<file path="config.mk">
export PLATFORM = sky130hd
export DESIGN_NAME = ask_carrier_gen
export DESIGN_NICKNAME = d
export VERILOG_FILES = /design/src/rtl/ask_pkg.sv /design/src/rtl/ask_md_regs.sv /design/src/rtl/ask_div.sv /design/src/rtl/ask_gate.sv /design/src/rtl/ask_carrier_gen.sv
export SDC_FILE = /design/constraint.sdc
export NUM_CORES = 1
export LEC_CHECK = 0
export BUFFER_PORTS_ARGS = -buffer_cell sky130_fd_sc_hd__buf_2
export CAP_MARGIN = 20
export CORE_MARGIN = 2
export CORE_UTILIZATION = 65
export DETAILED_ROUTE_END_ITERATION = 10
export PLACE_DENSITY_LB_ADDON = 0.2
export SLEW_MARGIN = 20
export SYNTH_ARGS = -nofsm -noshare
export SYNTH_HDL_FRONTEND = slang
export SYNTH_SLANG_ARGS = --single-unit
</file>
<file path="constraint.sdc">
create_clock -name clk_i -period 6.2 [get_ports clk_i]
set_input_delay 1.24 -clock clk_i [delete_from_list [all_inputs] [get_ports clk_i]]
set_output_delay 1.24 -clock clk_i [all_outputs]
set_load 0.02 [all_outputs]
</file>
<file path="src/rtl/ask_pkg.sv">
package ask_pkg;
  localparam int unsigned ASK_MD_W_DEF   = 16;
  localparam int unsigned ASK_MD_RST_DEF = 5;
endpackage

</file>
<file path="src/rtl/ask_md_regs.sv">
module ask_md_regs #(
  parameter int unsigned MD_W   = ask_pkg::ASK_MD_W_DEF,
  parameter int unsigned MD_RST = ask_pkg::ASK_MD_RST_DEF
) (
  input  logic            clk_i,
  input  logic            rst_ni,
  input  logic            lo_we_i,
  input  logic            hi_we_i,
  input  logic [7:0]      wdata_i,
  output logic [MD_W-1:0] md_o
);
  localparam int unsigned HI_W = MD_W - 8;

  logic [7:0]      lo_q;
  logic [HI_W-1:0] hi_q;

  always_ff @(posedge clk_i or negedge rst_ni) begin
    if (!rst_ni) begin
      lo_q <= MD_RST[7:0];
      hi_q <= HI_W'(MD_RST >> 8);
    end else begin
      if (lo_we_i) lo_q <= wdata_i;
      if (hi_we_i) hi_q <= wdata_i[HI_W-1:0];
    end
  end

  assign md_o = {hi_q, lo_q};

  p_lo_write_r4: assert property (@(posedge clk_i) disable iff (!rst_ni)
    lo_we_i |=> md_o[7:0] == $past(wdata_i));
  p_hi_write_r4: assert property (@(posedge clk_i) disable iff (!rst_ni)
    hi_we_i |=> md_o[MD_W-1:8] == $past(wdata_i[HI_W-1:0]));
endmodule

</file>
<file path="src/rtl/ask_div.sv">
module ask_div #(
  parameter int unsigned MD_W   = ask_pkg::ASK_MD_W_DEF,
  parameter int unsigned MD_RST = ask_pkg::ASK_MD_RST_DEF
) (
  input  logic            clk_i,
  input  logic            rst_ni,
  input  logic            tx_i,
  input  logic            run_i,
  input  logic [MD_W-1:0] md_pend_i,
  output logic            carrier_o
);
  localparam int unsigned P_W = MD_W + 1;

  logic [MD_W-1:0] md_act_q;
  logic [P_W-1:0]  cnt_q;
  logic [P_W-1:0]  period;
  logic [P_W-1:0]  half;
  logic            wrap;

  assign period = {1'b0, md_act_q} + P_W'(2);
  assign half   = period >> 1;
  assign wrap   = (cnt_q == period - P_W'(1));

  // idle or start: hold at phase 0 and track pending divider
  always_ff @(posedge clk_i or negedge rst_ni) begin
    if (!rst_ni) begin
      cnt_q    <= '0;
      md_act_q <= MD_W'(MD_RST);
    end else if (!tx_i || !run_i || wrap) begin
      cnt_q    <= '0;
      md_act_q <= md_pend_i;
    end else begin
      cnt_q <= cnt_q + P_W'(1);
    end
  end

  assign carrier_o = (cnt_q < half);

  p_cnt_range_r2: assert property (@(posedge clk_i) disable iff (!rst_ni)
    cnt_q < period);
  p_md_hold_r5: assert property (@(posedge clk_i) disable iff (!rst_ni)
    (run_i && cnt_q != '0) |-> md_act_q == $past(md_act_q));
  p_restart_high_r7: assert property (@(posedge clk_i) disable iff (!rst_ni)
    $rose(run_i) |-> (cnt_q == '0 && carrier_o));
  p_idle_high_r6: assert property (@(posedge clk_i) disable iff (!rst_ni)
    !run_i |-> carrier_o);
endmodule

</file>
<file path="src/rtl/ask_gate.sv">
module ask_gate (
  input  logic clk_i,
  input  logic rst_ni,
  input  logic tx_i,
  input  logic carrier_i,
  output logic run_o,
  output logic led_o
);
  always_ff @(posedge clk_i or negedge rst_ni) begin
    if (!rst_ni) run_o <= 1'b0;
    else         run_o <= tx_i;
  end

  assign led_o = run_o & carrier_i;

  p_led_off_r6: assert property (@(posedge clk_i) disable iff (!rst_ni)
    !run_o |-> !led_o);
  p_run_follow_r8: assert property (@(posedge clk_i) disable iff (!rst_ni)
    1'b1 |=> run_o == $past(tx_i));
endmodule

</file>
<file path="src/rtl/ask_carrier_gen.sv">
module ask_carrier_gen #(
  parameter int unsigned MD_W   = ask_pkg::ASK_MD_W_DEF,
  parameter int unsigned MD_RST = ask_pkg::ASK_MD_RST_DEF
) (
  input  logic       clk_i,
  input  logic       rst_ni,
  input  logic       md_lo_we_i,
  input  logic       md_hi_we_i,
  input  logic [7:0] md_wdata_i,
  input  logic       tx_i,
  output logic       carrier_o,
  output logic       led_o,
  output logic       led_active_o
);
  logic [MD_W-1:0] md_pend;
  logic            run;

  ask_md_regs #(.MD_W(MD_W), .MD_RST(MD_RST)) i_regs (
    .clk_i   (clk_i),
    .rst_ni  (rst_ni),
    .lo_we_i (md_lo_we_i),
    .hi_we_i (md_hi_we_i),
    .wdata_i (md_wdata_i),
    .md_o    (md_pend)
  );

  ask_div #(.MD_W(MD_W), .MD_RST(MD_RST)) i_div (
    .clk_i     (clk_i),
    .rst_ni    (rst_ni),
    .tx_i      (tx_i),
    .run_i     (run),
    .md_pend_i (md_pend),
    .carrier_o (carrier_o)
  );

  ask_gate i_gate (
    .clk_i     (clk_i),
    .rst_ni    (rst_ni),
    .tx_i      (tx_i),
    .carrier_i (carrier_o),
    .run_o     (run),
    .led_o     (led_o)
  );

  assign led_active_o = run;

  p_led_and_r9: assert property (@(posedge clk_i) disable iff (!rst_ni)
    led_o == (led_active_o && carrier_o));
endmodule

</file>
==> results of run 1 <==
routing by layer:
metal	GRT usage (%)	wire length (microns)	vias to the layer above
met2	39.2	2960	29
li1	-	-	1169
met1	30.8	2930	1165
met3	4.15	144	2
met4	3.45	27	0
met5	0	0	-
final cells by class:
type / instances / area [sq um] / share of cell area, %
multi-input cells: 250 / 2010 / 55.9
repair buffers: 16 / 85.1 / 2.37
inverters: 15 / 56.3 / 1.57
clock buffers: 6 / 82.6 / 2.30
clock inverters: 2 / 17.5 / 0.487
flip-flops and latches: 50 / 1260 / 34.9
well taps: 70 / 87.6 / 2.43
metrics by stage:
stage / area (sq um) / cells / util, % / hold slack (ns)
after floorplan: 3430 / 327 / - / 0.460
after global placement: 3490 / 401 / 68.4 / 0.473
after detailed placement: 3490 / 401 / 68.4 / 0.483
after CTS: 3590 / 409 / 70.4 / 0.505
after global routing: 3600 / 409 / 70.4 / 0.529
final: 3600 / 409 / 70.4 / 0.504
critical path: cells and delay by family (launching register included):
kind / cells / cell delay [ns]
AOI/OAI and AO/OA: 3 / 0.59
xor gates and xnor gates: 1 / 0.27
adders and majority gates: 2 / 0.56
buffers and inverters: 1 / 0.16
DFF: 1 / 0.59
and+or+nand+nor: 4 / 0.78
kinds of logic (layout without fill, tap and decap cells):
group	count (synthesis)	in the layout	share of synthesized area (%)
AND/OR/NAND/NOR	109	109	16.9
XOR/XNOR	52	52	14.3
flip-flops	50	50	36.7
multiplexers	37	37	13.3
AO/OA/AOI/OAI	33	33	7.27
buffers and inverters	27	39	4.64
adder cells (fa/ha/maj)	19	19	6.94
cells in the final DEF, fill, tap and decap left out, drive strengths merged, types with 4 or more instances in the layout:
| cell type | Yosys | layout |
|---|---|---|
| dfrtp | 46 | 46 |
| mux2 | 34 | 34 |
| xnor2 | 33 | 33 |
| nor2 | 29 | 29 |
| ha | 19 | 19 |
| nand3 | 18 | 18 |
| nand2 | 17 | 17 |
| xor2 | 17 | 17 |
| buf | 8 | 16 |
| inv | 15 | 15 |
| or3 | 7 | 7 |
| o21ai | 7 | 7 |
| nor3 | 6 | 6 |
| a21oi | 6 | 6 |
| clkbuf | 4 | 6 |
| nand4 | 6 | 6 |
| and3 | 5 | 5 |
| nor4 | 5 | 5 |
| dfstp | 4 | 4 |
| and4 | 4 | 4 |
where the power goes:
part / internal [mW] / switching, mW / total, mW
clock: 0.0921 / 0.114 / 0.207
sequential: 0.353 / 0.0349 / 0.388
combinational: 0.0879 / 0.0887 / 0.177
worst max-delay path by stage:
stage | startpoint | endpoint | slack [ns] | cells after the start
after floorplan | i_div.md_act_q[2]$_DFFE_PN1P_ | led_o | 2.05 | 12
after global placement | i_div.md_act_q[2]$_DFFE_PN1P_ | i_div.md_act_q[9]$_DFFE_PN0P_ | 1.98 | 11
after detailed placement | i_div.md_act_q[2]$_DFFE_PN1P_ | i_div.md_act_q[9]$_DFFE_PN0P_ | 1.91 | 11
after CTS | i_div.md_act_q[2]$_DFFE_PN1P_ | led_o | 1.72 | 11
after global routing | i_div.md_act_q[2]$_DFFE_PN1P_ | led_o | 1.39 | 11
final | i_div.md_act_q[2]$_DFFE_PN1P_ | led_o | 1.71 | 11
state kept, by name (all words and copies together) (netlist names):
| register | count |
|---|---|
| i_div.cnt_q | 17 |
| i_div.md_act_q | 16 |
| i_regs.hi_q | 8 |
| i_regs.lo_q | 8 |
| i_gate.run_o | 1 |
==> flow_metrics.py, run 1 <==
metrics = {
    "run_status": {
        "outcome": "completed",
    },
    "sta": {
        "rsz0062_at_grt": "false",
        "relSlewSlack_pct": 37.6,
        "min_period_ns": 4.49,
        "clock.fmax_mhz": 222,
        "hold_viol": 0,
        "setup_viol": 0,
        "final.setup.worst_slack_ns": 1.71,
        "timing.final.crit_share_pct": 72.5,
        "tightest_slew_ns": 0.932,
        "skew_ns": 0.00880,
        "drv_slew": 0,
        "fin_tns_setup_ns": 0,
    },
    "clocking": {
        "clock_sinks": 50,
        "cts.path.max_buffers": 2,
        "cts_tree": "yes",
        "htree_levels": 2,
        "postCtsHoldBufs": 0,
        "path_clk_slew_ns": 0.09,
        "cts_setup_buffers": 0,
        "cts_buffers": 5,
        "insertion_delay_ns": 0.30,
        "ctsResizeCount": 0,
        "cts.root.buffer_cell": "clkbuf_8",
    },
    "power_and_ir_drop": {
        "ir_worst_vdd_uv": 168,
        "p_per_area_nw_per_um2": 214,
        "power_leakage_nw": 1.54,
        "fin_total_pwr_uw": 771,
    },
    "synth": {
        "synth_seq_area_share_pct": 36.7,
        "synth_edf_count": 0,
        "yosys-top-cells-count": "dfrtp_1 (46), xnor2_1 (33), nor2_1 (29)",
        "synth_area_leaders": "dfrtp_1 (34%), xnor2_1 (8.4%), ha_1 (6.9%)",
        "synth_warnings": 0,
        "async_reset_ff_share_pct": 100,
        "synth_top_area_share_pct": 33.6,
        "syn_area_sq_um": 3430,
        "ys.flop_type": "dfrtp_1",
        "syn-instance-count": 327,
        "avgSynthCellArea_sq_um": 10.5,
        "synth-seq-cells": 50,
        "syn_nets": 359,
        "synth_area_leader_cell": "dfrtp_1",
        "yosys.cell_types.count": 53,
        "yosysMostFrequentCell": "dfrtp_1",
    },
    "grt": {
        "grt_max_degree": 51,
        "grt.total_usage_pct": 22.8,
        "grt_pass1_wl_microns": 10800,
        "first_global_vias": 2315,
        "gr-total-overflow": 0,
        "antenna_found_initial": 0,
    },
    "worst_hold_path": {
        "holdPathEnd": "i_div.md_act_q[8]$_DFFE_PN0P_",
        "worstHoldPathType": "reg -> reg",
        "hold_depth": 1,
        "hp-start": "i_regs.hi_q[0]$_DFFE_PN0P_",
    },
    "setup_path": {
        "crit_path_max_fanout": 8,
        "worstPathRequired_ns": 4.96,
        "r2r_end": "i_div.md_act_q[12]$_DFFE_PN0P_",
        "cp_slowest_stage_delay_ns": 0.59,
        "worstSetupPathType": "reg -> out",
        "critPathLaunchType": "flip-flop",
        "path_cells": "ha_1 -> nand3_2 -> nor4_1 -> xnor2_1 -> ha_1 -> a21o_1 -> a211oi_1 -> nand2_1 -> a31oi_1 -> and2_1 -> buf_2",
        "critPathSlowestCell": "dfstp_2",
        "worstRegToRegCells": 11,
        "cp.arrival_ns": 3.25,
        "r2r_setup_slack_ns": 1.89,
        "crit_path_frequent_cell": "ha_1",
        "r2r-start": "i_div.md_act_q[2]$_DFFE_PN1P_",
        "endpoint_kind": "primary output",
    },
    "place": {
        "dp_hpwl_microns": 4620,
        "place_ws_ns": 1.91,
        "portBuffers": 15,
        "place_congestion": 0.853,
    },
    "routing": {
        "wl_per_cell_microns": 14.8,
        "drt_iter0_markers": 78,
        "first_pass_iters": 4,
        "drc": 0,
        "drtAntennaViolNets": 0,
        "via_count": 2365,
        "wl_microns": 6070,
        "vias_per_cell": 5.78,
    },
    "floorplan": {
        "dieHeight_microns": 76.6,
        "start_util_pct": 67.1,
        "placementRows": 26,
        "ios": 16,
        "die_x_microns": 76.6,
        "die_area_sq_um": 5870,
        "core_area_sq_um": 5110,
    },
    "cells_and_area": {
        "diodes": 0,
        "fill_cells": 419,
        "drive_gt1_share_pct": 20.4,
        "area_growth_pct": 4.97,
        "nNetsFinal": 370,
    },
    "flow_run": {
        "drv_cap": 0,
    },
}
No activity file was read; power rests on OpenSTA's default activity.
==> run 2: changes to the inputs <==
Settings changed: CORE_UTILIZATION 65 to 56.
Clock period 6.2 ns to 3.6 ns, I/O delays scaled along.
==> flow_metrics.py, run 2 (same netlist as run 1, synthesis figures left out) <==
metrics = {
    "run_status": {
        "outcome": "finished with violations",
        "violations": "setup timing",
    },
    "grt": {
        "first_global_vias": 2493,
        "grt.total_usage_pct": 23.3,
        "antenna_found_initial": 0,
        "gr-total-overflow": 0,
        "grt_max_degree": 28,
        "grt_pass1_wl_microns": 12000,
    },
    "floorplan": {
        "placementRows": 28,
        "dieHeight_microns": 82.2,
        "die_x_microns": 82.2,
        "die_area_sq_um": 6760,
        "ios": 16,
        "start_util_pct": 57.9,
        "core_area_sq_um": 5920,
    },
    "clocking": {
        "htree_levels": 2,
        "cts.root.buffer_cell": "clkbuf_8",
        "cts_buffers": 5,
        "insertion_delay_ns": 0.31,
        "clock_sinks": 50,
        "path_clk_slew_ns": 0.10,
        "cts_tree": "yes",
        "cts.path.max_buffers": 2,
        "postCtsHoldBufs": 0,
    },
    "power_and_ir_drop": {
        "p_sw_uw": 462,
        "combPwrFrac_pct": 29.4,
        "ir_worst_vdd_uv": 276,
        "clkPwrFrac_pct": 24.2,
        "switching_share_pct": 32.3,
        "fin_total_pwr_mw": 1.43,
        "intPower_uw": 968,
        "p_per_area_nw_per_um2": 347,
        "power_leakage_nw": 1.76,
        "power.share.sequential_pct": 46.5,
    },
    "sta": {
        "tightest_slew_ns": 0.633,
        "setup_viol": 1,
        "min_period_ns": 3.64,
        "fin_tns_setup_ns": -0.0384,
        "relSlewSlack_pct": 57.8,
        "timing.final.crit_share_pct": 101,
        "hold_viol": 0,
        "drv_slew": 0,
        "final.setup.worst_slack_ns": -0.0384,
        "rsz0062_at_grt": "true",
        "clock.fmax_mhz": 275,
        "skew_ns": 0.0108,
    },
    "cells_and_area": {
        "nNetsFinal": 400,
        "final_cell_mix": "dfrtp_1 (44), xnor2_1 (29), nor2_1 (29)",
        "drive_gt1_share_pct": 35.8,
        "design_area_sq_um": 4130,
        "top_register": "i_div.cnt_q",
        "mostFrequentLayoutCell": "dfrtp_1",
        "fill_cells": 435,
        "area_growth_pct": 20.4,
        "diodes": 0,
        "reg_top3": "i_div.cnt_q x17, i_div.md_act_q x16",
        "final_util_pct": 69.7,
        "largest_register_ffs": 17,
    },
    "place": {
        "portBuffers": 15,
        "dp_hpwl_microns": 5170,
        "dpl_cell_area_sq_um": 3640,
        "place_congestion": 0.878,
    },
    "routing": {
        "drc": 0,
        "wl_microns": 7520,
        "vias_per_cell": 5.76,
        "drtAntennaViolNets": 0,
        "first_pass_iters": 4,
        "wl_per_cell_microns": 16.9,
        "via_count": 2559,
        "drt_iter0_markers": 237,
    },
    "worst_hold_path": {
        "worstHoldPathType": "in -> async",
    },
    "setup_path": {
        "critPathLaunchType": "flip-flop",
        "crit_path_max_fanout": 6,
        "startpoint": "i_div.md_act_q[2]$_DFFE_PN1P_",
        "cp.arrival_ns": 2.92,
        "endpoint_kind": "primary output",
        "worstSetupPathType": "reg -> out",
        "r2r-start": "i_div.md_act_q[2]$_DFFE_PN1P_",
        "worstPathRequired_ns": 2.88,
    },
    "flow_run": {
        "drv_cap": 0,
    },
}
==> run 2: path summary, 6_finish.rpt <==
check / to / cells past startpoint / slack (ns)
max: led_o / 13 / -0.04
min: i_div.cnt_q[4]$_DFF_PN0_ / 1 / 0.42
max reg2reg: i_div.md_act_q[1]$_DFFE_PN0P_ / 13 / 0.06
min reg2reg: i_div.md_act_q[7]$_DFFE_PN0P_ / 1 / 0.51
max in group asynchronous: i_div.md_act_q[2]$_DFFE_PN1P_ / 2 / 2.38
min in group clk_i: i_div.md_act_q[7]$_DFFE_PN0P_ / 1 / 0.51
==> run 2: critical path, stage by stage (launching register included) <==
cell and delay (ns):
dfstp_2 0.61, ha_4 0.18, nand3_4 0.12, nor3_2 0.21, xor2_1 0.27, inv_1 0.14, ha_4 0.29, nand3_2 0.07
o22ai_1 0.19, o21ai_1 0.10, nand2_1 0.09, a31oi_2 0.05, and2_4 0.17, buf_6 0.12
==> run 2: area by class of cell <==
type | instances | area [sq um] | share of cell area (%)
Sequential cell | 50 | 1260 | 30.5
Tap cell | 75 | 93.8 | 2.27
Inverter | 15 | 56.3 | 1.36
Clock inverter | 3 | 26.3 | 0.637
Timing Repair Buffer | 46 | 364 | 8.82
Clock buffer | 5 | 68.8 | 1.67
Multi-Input combinational cell | 250 | 2260 | 54.7
==> run 2: metrics by stage <==
step | std cells | worst slack, ns | hold WS (ns)
floorplan | 327 | 0.0884 | 0.424
global placement | 422 | 0.0759 | 0.474
detailed placement | 422 | -0.0182 | 0.483
CTS | 438 | -0.00782 | 0.432
global route | 444 | -0.208 | 0.459
finish | 444 | -0.0384 | 0.416
==> run 2: power groups by stage <==
stage          Sequential, mW  Clock, mW  Combinational [mW]
2_1_floorplan           0.650          0               0.274
3_3_place_gp            0.666          0               0.337
3_5_place_dp            0.669          0               0.346
4_1_cts                 0.662      0.357               0.379
5_1_grt                 0.673      0.377               0.461
6_report                0.665      0.346               0.420
==> run 2: per-layer routing <==
metal | part of all wire [%] | global-route usage, %
met5 | 0 | 0
met4 | 1.9 | 7.50
met3 | 4.4 | 3.37
met2 | 50 | 39.1
met1 | 44 | 31.0
==> run 2: repair_timing <==
action / 4_1_cts / 5_1_grt
setup buffers: 7 / 6
gates resized for setup: 22 / 23
setup endpoints to repair: 11 / 25
cloned: 1 / 0
pin swaps: 5 / 10
==> run 3: changes to the inputs <==
Settings changed: CORE_UTILIZATION 56 to 58, CTS_BUF_LIST set to sky130_fd_sc_hd__clkbuf_4.
==> flow_metrics.py, run 3 (same netlist as run 1, synthesis figures left out) <==
metrics = {
    "sta": {
        "timing.final.crit_share_pct": 102,
        "final.setup.worst_slack_ns": -0.0708,
        "skew_ns": 0.0112,
        "relSlewSlack_pct": 56.9,
        "tightest_slew_ns": 0.647,
        "setup_viol": 14,
        "rsz0062_at_grt": "true",
        "min_period_ns": 3.67,
        "drv_slew": 0,
        "clock.fmax_mhz": 272,
        "hold_viol": 0,
    },
    "power_and_ir_drop": {
        "ir_worst_vdd_uv": 241,
        "power.share.sequential_pct": 48.5,
        "fin_total_pwr_mw": 1.38,
        "switching_share_pct": 33.8,
        "p_per_area_nw_per_um2": 339,
        "intPower_uw": 913,
        "combPwrFrac_pct": 31.4,
        "power_leakage_nw": 1.78,
        "clkPwrFrac_pct": 20.2,
        "p_sw_uw": 466,
    },
    "setup_path": {
        "startpoint": "i_div.md_act_q[2]$_DFFE_PN1P_",
        "cp.arrival_ns": 3.95,
        "critPathLaunchType": "flip-flop",
        "worstRegToRegCells": 12,
        "worstPathRequired_ns": 3.88,
        "endpoint_kind": "flip-flop",
        "r2r-start": "i_div.md_act_q[2]$_DFFE_PN1P_",
        "crit_path_max_fanout": 21,
        "worstSetupPathType": "reg -> reg",
    },
    "place": {
        "place_ws_ns": 0.0198,
        "portBuffers": 15,
        "place_congestion": 0.848,
        "dp_hpwl_microns": 4890,
    },
    "cells_and_area": {
        "nNetsFinal": 404,
        "area_growth_pct": 18.8,
        "top_register": "i_div.cnt_q",
        "diodes": 0,
        "reg_top3": "i_div.cnt_q x17, i_div.md_act_q x16",
        "final_cell_mix": "dfrtp_1 (40), buf_4 (34), xnor2_1 (28), nor2_1 (28), mux2_2 (20)",
        "largest_register_ffs": 17,
        "mostFrequentLayoutCell": "dfrtp_1",
        "drive_gt1_share_pct": 36.5,
    },
    "worst_hold_path": {
        "worstHoldPathType": "in -> async",
    },
    "routing": {
        "via_count": 2565,
        "drc": 0,
        "drt_iter0_markers": 165,
        "vias_per_cell": 5.76,
        "drtAntennaViolNets": 0,
        "first_pass_iters": 5,
        "wl_per_cell_microns": 16.6,
        "wl_microns": 7390,
    },
    "grt": {
        "grt.total_usage_pct": 23.5,
        "antenna_found_initial": 0,
        "grt_max_degree": 51,
        "first_global_vias": 2440,
        "grt_pass1_wl_microns": 11900,
        "gr-total-overflow": 0,
    },
    "clocking": {
        "cts.root.buffer_cell": "clkbuf_4",
        "path_clk_slew_ns": 0.15,
        "cts_tree": "yes",
        "cts_buffers": 5,
        "postCtsHoldBufs": 0,
        "htree_levels": 2,
        "clock_sinks": 50,
        "cts.path.max_buffers": 2,
        "insertion_delay_ns": 0.39,
    },
    "floorplan": {
        "die_x_microns": 80.9,
        "placementRows": 27,
        "die_area_sq_um": 6540,
        "start_util_pct": 61.1,
        "ios": 16,
        "dieHeight_microns": 80.9,
        "core_area_sq_um": 5610,
    },
    "flow_run": {
        "drv_cap": 0,
    },
    "run_status": {
        "violations": "setup timing",
        "outcome": "finished with violations",
    },
}
## run 3: final timing paths
path	to	slack, ns
min in group clk_i	i_gate.run_o$_DFF_PN0_	0.44
max in group asynchronous	i_div.md_act_q[8]$_DFFE_PN0P_	2.79
worst min-delay path	i_div.cnt_q[4]$_DFF_PN0_	0.33
worst max register to register	i_div.md_act_q[11]$_DFFE_PN0P_	-0.07
worst min register to register	i_div.md_act_q[8]$_DFFE_PN0P_	0.52
worst max-delay path	i_div.md_act_q[11]$_DFFE_PN0P_	-0.07
## run 3: critical path, stage by stage (launching register included)
cell and delay (ns):
dfstp_2 0.61, ha_4 0.16, buf_4 0.11, buf_4 0.13, a31oi_1 0.12, a211o_2 0.34, or3_1 0.45, or3_1 0.36
nand3_1 0.09, a31oi_1 0.13, o41ai_4 0.47, buf_12 0.22, mux2_2 0.35
## run 3: final cells by class
type / instances / area, sq um
Clock inverter: 3 / 22.5
Sequential cell: 50 / 1260
Multi-Input combinational cell: 250 / 2230
Inverter: 15 / 56.3
Timing Repair Buffer: 50 / 369
Fill cell: 416 / 1540
Tap cell: 72 / 90.1
Clock buffer: 5 / 37.5
## run 3: per-stage QoR
step	instance area (sq um)	util (%)	hold slack [ns]	setup TNS (ns)	std cells
6_report	4070	72.6	0.327	-0.529	445
5_1_grt	4070	72.6	0.388	-2.43	445
4_1_cts	3990	71.2	0.450	0	441
3_5_place_dp	3630	64.7	0.487	0	418
3_3_place_gp	3630	64.7	0.470	0	418
2_1_floorplan	3430	-	0.424	0	327
## run 3: metal layers
layer  global-route usage [%]  vias to the layer above  wire [microns]
li1                         -                     1241               -
met1                     32.0                     1262            3440
met2                     39.5                       54            3630
met3                     3.78                        8             233
met4                     5.59                        0              89
met5                        0                        -               0
## run 3: what timing repair did
item / 4_1_cts / 5_1_grt
setup endpoints to repair: 5 / 18
buffers inserted: 15 / 4
pin swaps: 20 / 1
hold endpoints to repair: 0 / 0
gates resized for setup: 38 / 12
## run 3: power groups by stage
stage / logic [mW] / registers, mW / clock network (mW)
after floorplan: 0.274 / 0.650 / 0
after global placement: 0.333 / 0.669 / 0
after detailed placement: 0.342 / 0.671 / 0
after CTS: 0.398 / 0.666 / 0.278
after global routing: 0.468 / 0.675 / 0.299
final: 0.433 / 0.668 / 0.278
